$ cat src/rtl/exc_arb_pkg.sv
package exc_arb_pkg;
  localparam int unsigned N_PREC  = 4;
  localparam int unsigned CAUSE_W = $clog2(N_PREC + 2);

  typedef logic [CAUSE_W-1:0] cause_t;

  localparam cause_t CAUSE_NONE = cause_t'(0);
  localparam cause_t CAUSE_DBG  = cause_t'(1);
  localparam cause_t CAUSE_FP   = cause_t'(N_PREC + 1);

  typedef enum logic {
    DR_IDLE = 1'b0,
    DR_WAIT = 1'b1
  } drain_st_e;
endpackage

$ cat src/rtl/exc_prio_sel.sv
module exc_prio_sel #(
  parameter int unsigned N = 4
) (
  input  logic [N-1:0] raw_i,
  input  logic [N-1:0] en_i,
  output logic [N-1:0] sel_o,
  output logic [N-1:0] rec_o,
  output logic         hit_o
);
  // blk[i]: an enabled exception above bit i is raised
  logic [N:0] blk;
  assign blk[0] = 1'b0;

  for (genvar i = 0; i < N; i++) begin : g_bit
    assign blk[i+1]  = blk[i] | (raw_i[i] & en_i[i]);
    assign sel_o[i]  = raw_i[i] & en_i[i] & ~blk[i];
    assign rec_o[i]  = raw_i[i] & ~blk[i];
  end

  assign hit_o = blk[N];
endmodule

$ cat src/rtl/exc_cause_enc.sv
module exc_cause_enc
  import exc_arb_pkg::*;
#(
  parameter int unsigned N = 4
) (
  input  logic [N-1:0] sel_i,
  output cause_t       cause_o
);
  always_comb begin
    cause_o = CAUSE_NONE;
    for (int i = 0; i < N; i++) begin
      if (sel_i[i]) cause_o = cause_o | cause_t'(i + 1);
    end
  end
endmodule

$ cat src/rtl/imp_drain.sv
module imp_drain
  import exc_arb_pkg::*;
(
  input  logic   clk_i,
  input  logic   rst_ni,
  input  logic   fp_set_i,
  input  logic   dbg_set_i,
  input  logic   fp_en_i,
  input  logic   dbg_en_i,
  input  logic   sync_i,
  input  logic   ack_i,
  output logic   start_o,
  output logic   busy_o,
  output logic   issue_o,
  output cause_t issue_cause_o
);
  drain_st_e st_q, st_d;
  logic pend_fp_q, pend_dbg_q;
  logic fp_go, dbg_go, take_fp, take_dbg;

  assign fp_go   = pend_fp_q & fp_en_i;
  assign dbg_go  = pend_dbg_q & dbg_en_i;
  assign start_o = (st_q == DR_IDLE) & sync_i & (fp_go | dbg_go);
  assign busy_o  = (st_q == DR_WAIT);

  assign take_fp  = start_o & fp_go;
  assign take_dbg = start_o & dbg_go;

  always_comb begin
    st_d          = st_q;
    issue_o       = 1'b0;
    issue_cause_o = CAUSE_NONE;
    if (st_q == DR_IDLE) begin
      if (start_o) begin
        issue_o       = 1'b1;
        issue_cause_o = fp_go ? CAUSE_FP : CAUSE_DBG;
        if (fp_go && dbg_go) st_d = DR_WAIT;
      end
    end else if (ack_i) begin
      // held debug goes out after the first is acknowledged
      issue_o       = 1'b1;
      issue_cause_o = CAUSE_DBG;
      st_d          = DR_IDLE;
    end
  end

  always_ff @(posedge clk_i or negedge rst_ni) begin
    if (!rst_ni) begin
      st_q       <= DR_IDLE;
      pend_fp_q  <= 1'b0;
      pend_dbg_q <= 1'b0;
    end else begin
      st_q       <= st_d;
      pend_fp_q  <= (pend_fp_q & ~take_fp) | fp_set_i;
      pend_dbg_q <= (pend_dbg_q & ~take_dbg) | dbg_set_i;
    end
  end
endmodule

$ cat src/rtl/exc_prio_arb.sv
module exc_prio_arb
  import exc_arb_pkg::*;
#(
  parameter int unsigned NUM_EXC = exc_arb_pkg::N_PREC
) (
  input  logic               clk_i,
  input  logic               rst_ni,
  input  logic               instr_valid_i,
  input  logic [NUM_EXC-1:0] raw_exc_i,
  input  logic [NUM_EXC-1:0] type_en_i,
  input  logic               fp_exc_i,
  input  logic               dbg_imp_i,
  input  logic               fp_en_i,
  input  logic               dbg_en_i,
  input  logic               sync_i,
  input  logic               ack_i,
  output logic               ready_o,
  output logic               valid_o,
  output logic [CAUSE_W-1:0] cause_o,
  output logic [NUM_EXC-1:0] record_o
);
  logic [NUM_EXC-1:0] sel, rec, record_q;
  logic               hit, accept;
  logic               dr_start, dr_busy, dr_issue;
  cause_t             p_cause, dr_cause, cause_q;
  logic               valid_q;

  exc_prio_sel #(.N(NUM_EXC)) u_sel (
    .raw_i (raw_exc_i),
    .en_i  (type_en_i),
    .sel_o (sel),
    .rec_o (rec),
    .hit_o (hit)
  );

  exc_cause_enc #(.N(NUM_EXC)) u_enc (
    .sel_i   (sel),
    .cause_o (p_cause)
  );

  imp_drain u_drain (
    .clk_i         (clk_i),
    .rst_ni        (rst_ni),
    .fp_set_i      (fp_exc_i),
    .dbg_set_i     (dbg_imp_i),
    .fp_en_i       (fp_en_i),
    .dbg_en_i      (dbg_en_i),
    .sync_i        (sync_i),
    .ack_i         (ack_i),
    .start_o       (dr_start),
    .busy_o        (dr_busy),
    .issue_o       (dr_issue),
    .issue_cause_o (dr_cause)
  );

  assign ready_o = ~dr_busy & ~dr_start;
  assign accept  = instr_valid_i & ready_o;

  always_ff @(posedge clk_i or negedge rst_ni) begin
    if (!rst_ni) begin
      valid_q  <= 1'b0;
      cause_q  <= CAUSE_NONE;
      record_q <= '0;
    end else begin
      valid_q  <= dr_issue | (accept & hit);
      cause_q  <= dr_issue ? dr_cause : (accept ? p_cause : CAUSE_NONE);
      record_q <= accept ? rec : '0;
    end
  end

  assign valid_o  = valid_q;
  assign cause_o  = cause_q;
  assign record_o = record_q;
endmodule

$ cat config.mk
export PLATFORM = sky130hd
export DESIGN_NAME = exc_prio_arb
export DESIGN_NICKNAME = d
export VERILOG_FILES = /design/src/rtl/exc_arb_pkg.sv /design/src/rtl/exc_prio_sel.sv /design/src/rtl/exc_cause_enc.sv /design/src/rtl/imp_drain.sv /design/src/rtl/exc_prio_arb.sv
export SDC_FILE = /design/constraint.sdc
export NUM_CORES = 1
export LEC_CHECK = 0
export BUFFER_PORTS_ARGS = -buffer_cell sky130_fd_sc_hd__buf_2
export CAP_MARGIN = 0
export CORE_AREA = 10 10 47 49
export DETAILED_ROUTE_END_ITERATION = 12
export DIE_AREA = 0 0 57 59
export PLACE_DENSITY = 0.79
export SLEW_MARGIN = 20
export SYNTH_ARGS = -nofsm -noshare
export SYNTH_HDL_FRONTEND = slang
export SYNTH_HIERARCHICAL = 1
export SYNTH_SLANG_ARGS = --single-unit
$ cat constraint.sdc
create_clock -name clk_i -period 3.85 [get_ports clk_i]
set_input_delay 0.77 -clock clk_i [delete_from_list [all_inputs] [get_ports clk_i]]
set_output_delay 0.77 -clock clk_i [all_outputs]
set_load 0.03 [all_outputs]
==> impl_metrics.csv, run 1 <==
group,metric,value,unit
timing,setup_viol,0,
layout,syn2layout_area_growth,24.5,%
timing,max_clock_freq,426,MHz
power_and_ir_drop,clkPwrFrac,27.8,%
clock_tree,post_cts_buffers,0,
clock_tree,ctsHoldBuffers,0,
die,core,1400,um^2
grt,antenna_found_initial,0,
worst_setup_path,cp.arrival,1.58,ns
placement,io_buffers,25,
layout,layout-drive-gt1-share,39.5,%
die,start_util,41.2,%
job,cap_violations,0,
logic_synthesis,avgSynthCellArea,10.3,um^2
worst_setup_path,cp-start-kind,"primary input",
die,die-area,3360,um^2
route,ant_nets,0,
die,rows,14,
clock_tree,cts_sinks,11,
logic_synthesis,ys_ff_latch,11,
route,via_count,468,
route,wl,1220,um
clock_tree,htreeDepth,1,
logic_synthesis,synth_fp_nets,73,
clock_tree,root_buffer,"clkbuf_4",
power_and_ir_drop,p_switching,85.3,uW
power_and_ir_drop,vdd_drop_max,0.200,mV
timing,tns,0,ns
timing,fin_crit,2.35,ns
placement,gp_congestion,0.681,
power_and_ir_drop,switching_share,30.6,%
grt,grt_pass1_vias,501,
grt,grt_pass1_wl,2020,um
clock_tree,cts_buffer_depth,2,
grt,grt_overflow,0,
route,dr.pass1.iters,4,
logic_synthesis,syn_area,577,um^2
timing,fin_worst_skew,0.00362,ns
run_status,status,"finished clean",
worst_setup_path,required,3.08,ns
route,via_per_inst,4.82,
timing,slew_headroom,63.5,%
clock_tree,cts_buffers,3,
power_and_ir_drop,internal_power,194,uW
placement,hpwl,1040,um
clock_tree,postCtsResizedCells,0,
worst_setup_path,critical_path_class,"primary input to output pin",
timing,fin_crit_sh,61.0,%
grt,grt_usage,7.36,%
route,wl_per_cell,12.6,um
logic_synthesis,synth_seq_area_share,47.7,%
die,die_w,57,um
logic_synthesis,yosysUniqueCellTypes,23,
power_and_ir_drop,p_leak,0.000387,uW
clock_tree,clkTransAtPathRegs,0.07,ns
logic_synthesis,synth_cells,56,
power_and_ir_drop,combPwrFrac,25.7,%
die,die_y,59,um
timing,hold_viol_final,0,
timing,tightest_slew,0.544,ns
timing,report.final.slew_viol_count,0,
worst_hold_path,hold_class,"primary input to asynchronous set/reset pin",
power_and_ir_drop,seq_power_share,46.5,%
worst_setup_path,endpoint_kind,"output pin",
timing,rsz0062_at_grt,"no",
route,drtIter0Drc,2,
clock_tree,worstSkewPairLatency,0.26,ns
power_and_ir_drop,power,279,uW
layout,diodes,0,
layout,final_net_count,99,
logic_synthesis,ys_warn_count,6,
grt,grt_start_max_net_pins,12,
route,remaining_drc_errors,0,
die,io_pins,26,
worst_setup_path,worstPathMaxFanout,3,
clock_tree,cts_tree,"built",
power_and_ir_drop,power.density,388,nW/um^2
## synthesized netlist by cell type, drive strengths merged
cell type | count | area, um^2
a22o | 3 | 26.3
inv | 2 | 7.51
a21o | 2 | 15.0
nand3b | 1 | 7.51
nor2 | 3 | 11.3
buf | 4 | 30.0
nor3b | 1 | 18.8
conb | 1 | 3.75
or2 | 2 | 12.5
a31o | 1 | 8.76
o21ai | 1 | 5.00
nor2b | 5 | 31.3
dfrtp | 11 | 275
nand3 | 1 | 5.00
a22oi | 2 | 20.0
and2 | 6 | 37.5
and3b | 1 | 8.76
nand4b | 1 | 15.0
and3 | 1 | 6.26
nand2b | 1 | 6.26
o22ai | 1 | 6.26
nand2 | 5 | 18.8
## final cells by class
class,count,area (um^2)
multi-input cells,39,264
fillers,148,683
inverters,2,7.51
repair buffers,25,125
well taps,16,20.0
flip-flops and latches,11,275
clock buffers,4,26.3
## layout by cell type (no fill, tap or decap)
master / count
a31o_2: 1
and2_1: 6
nand3b_1: 1
clkbuf_4: 3
inv_1: 2
buf_2: 25
and3b_1: 1
a22o_1: 3
conb_1: 1
nand2b_1: 1
o22ai_1: 1
a22oi_1: 1
nand4b_2: 1
nand3_1: 1
nand2_1: 5
a22oi_2: 1
or2_1: 2
o21ai_1: 1
nor2b_1: 5
and3_1: 1
a21o_1: 2
dfrtp_1: 11
nor2_1: 3
nor3b_4: 1
clkbuf_1: 1
## per-layer routing
| layer | vias up | part of all wire [%] | GRT usage [%] |
|---|---|---|---|
| met5 | - | 0 | 0 |
| met4 | 0 | 1.9 | 6.04 |
| met3 | 2 | 3.3 | 1.07 |
| met2 | 14 | 53 | 13.3 |
| met1 | 215 | 42 | 7.29 |
| li1 | 237 | - | - |
## worst paths after layout
| path | start | end | slack (ns) | cells after the start |
|---|---|---|---|---|
| setup / recovery | dbg_en_i | ready_o | 1.50 | 5 |
| hold / removal | rst_ni | valid_o | 0.36 | 1 |
| setup reg to reg | u_drain/busy_o | cause_o[1] | 2.31 | 4 |
| hold reg to reg | u_drain/pend_dbg_q | u_drain/pend_dbg_q | 0.54 | 1 |
| max in group asynchronous | rst_ni | record_o[0] | 3.28 | 1 |
| min in group clk_i | u_drain/pend_dbg_q | u_drain/pend_dbg_q | 0.54 | 1 |
## cells by family after synthesis
| logic type | synth area share (%) |
|---|---|
| other | 0.650 |
| buffers and inverters | 6.51 |
| and+or+nand+nor | 31.0 |
| AOI/OAI and AO/OA | 14.1 |
| DFF | 47.7 |
## registers in the layout, summed over array words and instances (netlist names)
| register | count |
|---|---|
| u_drain/pend_dbg_q | 1 |
| cause_o | 3 |
| record_o | 4 |
| u_drain/pend_fp_q | 1 |
| u_drain/busy_o | 1 |
| valid_o | 1 |
## critical path: stages
cell     delay [ns]
buf_2          0.11
a22oi_1        0.20
nor2_1         0.11
nor2_1         0.15
buf_2          0.22
## power groups by stage
| stage | combinational, uW | clock (uW) | sequential, uW |
|---|---|---|---|
| after floorplan | 35.2 | 0 | 147 |
| after global placement | 71.3 | 0 | 132 |
| after detailed placement | 73.2 | 0 | 132 |
| after CTS | 73.3 | 79.5 | 130 |
| after global routing | 78.7 | 84.2 | 131 |
| final | 71.8 | 77.4 | 130 |
## metrics by stage
| step | setup WS, ns | instance area, um^2 | hold WS [ns] | utilization (%) | std cells |
|---|---|---|---|---|---|
| global placement | 1.53 | 692 | 0.493 | 49.4 | 93 |
| detailed placement | 1.50 | 692 | 0.526 | 49.4 | 93 |
| global route | 1.36 | 718 | 0.378 | 51.2 | 97 |
| CTS | 1.49 | 718 | 0.368 | 51.2 | 97 |
| floorplan | 1.56 | 577 | 0.473 | - | 56 |
| finish | 1.50 | 718 | 0.364 | 51.2 | 97 |
No activity file was read; power rests on OpenSTA's default activity.
==> run 2, diff against run 1 <==
Settings changed: ABC_AREA from default to 1, CORE_AREA 10 10 47 49 to default, CORE_MARGIN from default to 10, CORE_UTILIZATION from default to 45, DIE_AREA 0 0 57 59 to default, PLACE_DENSITY 0.79 to 0.8.
Clock period 3.85 ns to 2.3 ns, I/O delays scaled along.
==> run 2 against run 1 <==
Net effect:
- sequential share of layout area is 2.4 points lower
- first-iteration DRC count grew to 8.5 times the previous value
- synthesized cell count rose by 59%
- via count is 22% higher
- clock power increased by 65%
- count of clock-buffer cells in the layout down 1
- utilization rose by 7.7 points
- power increased by 72%
- sequential cell count did not move
- die area fell by 2.4%
- register-to-register slack got worse by 1.3 ns
==> impl_metrics.csv, run 2 <==
group,metric,value,unit
run_status,status,"finished clean",
timing,fin_worst_skew,0.00604,ns
timing,report.final.slew_viol_count,0,
die,die_w,57.3,um
logic_synthesis,yosysUniqueCellTypes,14,
route,remaining_drc_errors,0,
placement,io_buffers,25,
power_and_ir_drop,internal_power,318,uW
logic_synthesis,synthMostInstantiatedCell,"nand2_1",
grt,grt_usage,7.67,%
logic_synthesis,synth_seq_area_share,44.0,%
power_and_ir_drop,p_switching,162,uW
route,ant_nets,0,
layout,final_cell_mix,"buf_2, nand2_1, inv_1",
die,start_util,48.1,%
power_and_ir_drop,switching_share,33.8,%
worst_setup_path,critical_path_class,"flip-flop to output pin",
layout,layout-drive-gt1-share,31.6,%
timing,fin_crit,1.90,ns
logic_synthesis,synth-xor-area-share,0,%
worst_setup_path,cp_slowest_cell,"dfrtp_1",
clock_tree,cts_sinks,11,
layout,diodes,0,
placement,gp_congestion,0.818,
grt,grt_start_max_net_pins,12,
die,rows,13,
layout,largest_reg_flops,4,
power_and_ir_drop,p_leak,0.000504,uW
logic_synthesis,synthSimpleGateAreaFrac,38.0,%
die,die_y,57.3,um
worst_setup_path,path_cells,"nor2_1 > nand2_1 > nand2_1 > nor2_4 > buf_2",
worst_setup_path,path_buf_inv,1,
job,cap_violations,0,
route,wl,1250,um
clock_tree,worstSkewPairLatency,0.27,ns
layout,syn2layout_area_growth,22.6,%
die,core,1300,um^2
logic_synthesis,synth-edff-count,0,
clock_tree,postCtsResizedCells,0,
logic_synthesis,synth_adder_area_share,0,%
worst_hold_path,hold_class,"primary input to asynchronous set/reset pin",
clock_tree,htreeDepth,1,
worst_setup_path,crit_top_cell,"nand2_1",
worst_setup_path,required,1.84,ns
placement,hpwl,1060,um
power_and_ir_drop,combPwrFrac,28.1,%
layout,final_cell_count_no_fill,129,
clock_tree,root_buffer,"clkbuf_4",
route,drtIter0Drc,17,
clock_tree,cts_tree,"built",
grt,grt_pass1_vias,540,
logic_synthesis,async_flop_share,100,%
layout,layout_commonest_cell,"buf_2",
timing,hold_viol_final,0,
route,via_per_inst,4.42,
worst_setup_path,cp.arrival,1.44,ns
route,dr.pass1.iters,4,
logic_synthesis,synth_top_area_share,44.0,%
worst_setup_path,cp_top_family,"simple AND/OR/NAND/NOR gates",
grt,grt_overflow,0,
logic_synthesis,synth-compound-area-share,0,%
logic_synthesis,synth_ff_type,"dfrtp_1",
worst_setup_path,startpoint,"u_drain/busy_o",
worst_setup_path,endpoint_kind,"output pin",
worst_setup_path,r2r-start,"u_drain/busy_o",
route,top_layer,"met4",
power_and_ir_drop,vdd_drop_max,0.286,mV
logic_synthesis,synth_fp_nets,106,
clock_tree,post_cts_buffers,0,
logic_synthesis,synthMuxAreaShare,0,%
worst_setup_path,worstPathMaxFanout,6,
timing,setup_viol,0,
logic_synthesis,synth_common_cells,"nand2_1, inv_1, nor2_1",
logic_synthesis,ys_ff_latch,11,
timing,rsz0062_at_grt,"no",
die,io_pins,26,
placement,dp_cells,125,
route,wl_met2,620,um
clock_tree,ctsHoldBuffers,0,
logic_synthesis,synth_cells,89,
layout,stdcell_area,767,um^2
route,wl_per_cell,9.68,um
clock_tree,cts_buffer_depth,2,
timing,max_clock_freq,526,MHz
logic_synthesis,yosysTopAreaCell,"dfrtp_1",
grt,grt_pass1_wl,2060,um
power_and_ir_drop,power,480,uW
timing,fin_crit_sh,82.7,%
logic_synthesis,ys_warn_count,6,
die,die-area,3280,um^2
route,route.met3.wl,94,um
timing,hold_ws,0.0394,ns
power_and_ir_drop,seq_power_share,45.2,%
route,wl_met1,475,um
placement,placed_area,739,um^2
worst_setup_path,cp-start-kind,"flip-flop",
timing,tns,0,ns
power_and_ir_drop,power.density,626,nW/um^2
logic_synthesis,ys_top_cells_by_area,"dfrtp_1, nand2_1, inv_1",
logic_synthesis,synth_top_family_by_area,"simple AND/OR/NAND/NOR gates",
logic_synthesis,syn_area,626,um^2
grt,antenna_found_initial,0,
clock_tree,clkTransAtPathRegs,0.07,ns
route,via_count,570,
power_and_ir_drop,clkPwrFrac,26.7,%
worst_setup_path,critPathMaxStageDelay,0.44,ns
layout,final_net_count,132,
clock_tree,cts_buffers,3,
logic_synthesis,avgSynthCellArea,7.03,um^2
==> run 2: stage by stage <==
| step | setup WS, ns | utilization, % |
|---|---|---|
| finish | 0.397 | 58.9 |
| global route | 0.331 | 58.9 |
| CTS | 0.399 | 58.9 |
| detailed placement | 0.538 | 56.8 |
| global placement | 0.579 | 56.8 |
| floorplan | 0.816 | - |
==> run 2: routing by layer <==
metal / track usage [%] / vias to the layer above
li1: - / 298
met1: 6.78 / 251
met2: 13.2 / 15
met3: 2.88 / 6
met4: 7.05 / 0
met5: 0 / -
==> run 2: final timing paths <==
path / endpoint / slack (ns) / cells past startpoint
setup / recovery: ready_o / 0.40 / 5
hold / removal: u_drain/busy_o / 0.04 / 1
setup reg to reg: cause_o[0] / 1.02 / 6
hold reg to reg: u_drain/pend_dbg_q / 0.48 / 2
max in group asynchronous: cause_o[0] / 2.06 / 1
min in group clk_i: u_drain/pend_dbg_q / 0.37 / 3
==> run 2: kinds of logic after synthesis <==
family                 Yosys count
buffers and inverters           25
flip-flops                      11
other                            1
AND/OR/NAND/NOR                 52
==> run 2: area by class of cell <==
type	count	area [um^2]
clock inverter	1	5.00
timing repair buffer	25	125
inverter	21	78.8
multi-input combinational	53	241
tap	15	18.8
fill	114	534
sequential	11	275
clock buffer	3	22.5
==> run 2: power by group through the flow <==
stage | clock network, uW | logic, uW | registers [uW]
after floorplan | 0 | 69.6 | 248
after global placement | 0 | 134 | 220
after detailed placement | 0 | 136 | 221
after CTS | 132 | 136 | 217
after global routing | 142 | 151 | 219
final | 128 | 135 | 217
==> run 3, diff against run 2 <==
Settings changed: ABC_AREA 1 to 0, CORE_UTILIZATION 45 to 44.
Clock period 2.3 ns to 1.8 ns, I/O delays scaled along.
==> run 3 against run 2 <==
Net effect:
- critical path type unchanged
- routed wire length grew 3.1%
- final area shrank 3.3%
- largest power group unchanged
- register-to-register slack lost 0.75 ns
- non-clock buffer count grew 1
- sequential power grew 28%
- sequential share of layout area grew 1.4 points
- final cell count shrank 26%
- setup slack lost 0.33 ns
==> impl_metrics.csv, run 3 (synthesis results as in run 1) <==
group,metric,value,unit
run_status,status,"finished clean",
grt,grt_start_max_net_pins,12,
layout,diodes,0,
placement,dp_cells,91,
route,remaining_drc_errors,0,
timing,tns,0,ns
route,wl,1290,um
timing,fin_crit,1.73,ns
grt,grt_overflow,0,
die,rows,12,
job,cap_violations,0,
timing,hold_ws,0.278,ns
grt,grt_usage,8.12,%
timing,max_clock_freq,577,MHz
die,start_util,49.3,%
grt,grt_pass1_vias,504,
clock_tree,worstSkewPairLatency,0.26,ns
power_and_ir_drop,vdd_drop_max,0.365,mV
timing,slew_headroom,65.4,%
worst_setup_path,required,1.44,ns
clock_tree,cts_tree,"built",
route,ant_nets,0,
layout,syn2layout_area_growth,28.6,%
layout,final_cell_mix,"buf_2, dfrtp_1, and2_1",
clock_tree,clkTransAtPathRegs,0.07,ns
route,via_per_inst,4.83,
timing,report.final.slew_viol_count,0,
timing,setup_viol,0,
worst_setup_path,cp.arrival,1.37,ns
route,drtIter0Drc,5,
layout,largest_reg_flops,4,
placement,io_buffers,25,
layout,fin_util,63.4,%
clock_tree,htreeDepth,1,
timing,hold_viol_final,0,
layout,final_cell_count_no_fill,96,
power_and_ir_drop,power.density,816,nW/um^2
layout,layout-drive-gt1-share,42.7,%
clock_tree,post_cts_buffers,0,
layout,layout_commonest_cell,"buf_2",
route,via_count,464,
timing,fin_crit_sh,96.3,%
die,die_y,56.2,um
worst_hold_path,hold_class,"primary input to flip-flop",
timing,fin_worst_skew,0.00117,ns
clock_tree,root_buffer,"clkbuf_4",
worst_setup_path,cp-start-kind,"flip-flop",
grt,antenna_found_initial,0,
clock_tree,cts_sinks,11,
clock_tree,cts_buffers,3,
clock_tree,cts_buffer_depth,2,
placement,gp_congestion,0.674,
grt,grt_pass1_wl,2150,um
route,dr.pass1.iters,4,
route,wl_per_cell,13.4,um
power_and_ir_drop,p_leak,0.000391,uW
worst_setup_path,critical_path_class,"flip-flop to output pin",
die,core,1170,um^2
die,die_w,56.2,um
die,io_pins,26,
worst_setup_path,worstPathMaxFanout,3,
timing,tightest_slew,0.515,ns
worst_setup_path,endpoint_kind,"output pin",
die,die-area,3160,um^2
layout,final_net_count,100,
==> run 3: cell count changes in the layout (fill, tap and decap cells not counted), moves of 3 or more <==
cell,change
a22o_1,+3
nor2_1,-12
nand2_1,-19
and2_1,+6
nand3_1,-4
nor2b_1,+5
inv_1,-19
nand2_2,-3
==> run 3: final timing paths <==
| path | slack (ns) | endpoint | start | cells after the start |
|---|---|---|---|---|
| setup reg to reg | 0.27 | cause_o[1] | u_drain/busy_o | 4 |
| min in group asynchronous | 0.50 | cause_o[1] | rst_ni | 2 |
| hold / removal | 0.28 | u_drain/pend_fp_q | fp_exc_i | 2 |
| hold reg to reg | 0.56 | u_drain/pend_fp_q | u_drain/pend_fp_q | 1 |
| setup / recovery | 0.07 | ready_o | u_drain/pend_dbg_q | 4 |
| max in group asynchronous | 1.08 | u_drain/busy_o | rst_ni | 2 |
==> run 3: timing repair <==
action | in CTS | in global routing
gates resized for setup | 0 | 5
hold buffers | 1 | 0
hold endpoints to repair | 11 | 0
endpoints found under the setup margin | 0 | 1
==> run 3: where the power goes <==
group / internal (uW) / switching [uW] / total [uW]
clock: 85.6 / 78.1 / 164
combinational: 66.6 / 97.3 / 164
sequential: 268 / 10.4 / 278
==> run 3: through the flow <==
step | setup slack (ns) | instance area (um^2) | total power, uW
CTS | 0.00122 | 726 | 607
floorplan | 0.292 | 577 | 389
global route | -0.000688 | 742 | 646
finish | 0.0661 | 742 | 606
global placement | 0.272 | 689 | 435
detailed placement | 0.229 | 689 | 439
==> run 3: layer usage <==
metal | global-route usage (%) | share of wire, % | vias to the layer above
met4 | 4.10 | 0.93 | 0
met5 | 0 | 0 | -
met2 | 13.9 | 50 | 18
met3 | 1.82 | 3.4 | 2
li1 | - | - | 237
met1 | 9.09 | 45 | 207
==> run 3: layout make-up <==
type | count | area [um^2]
Inverter | 2 | 7.51
Tap cell | 14 | 17.5
Clock buffer | 4 | 26.3
Multi-Input combinational cell | 39 | 277
Sequential cell | 11 | 277
Timing Repair Buffer | 26 | 138
Fill cell | 103 | 429
==> run 3: critical path: stages (launching register included) <==
cell	delay (ns)
dfrtp_1	0.41
a22oi_2	0.26
nor2_4	0.07
nor2_1	0.15
clkbuf_4	0.22
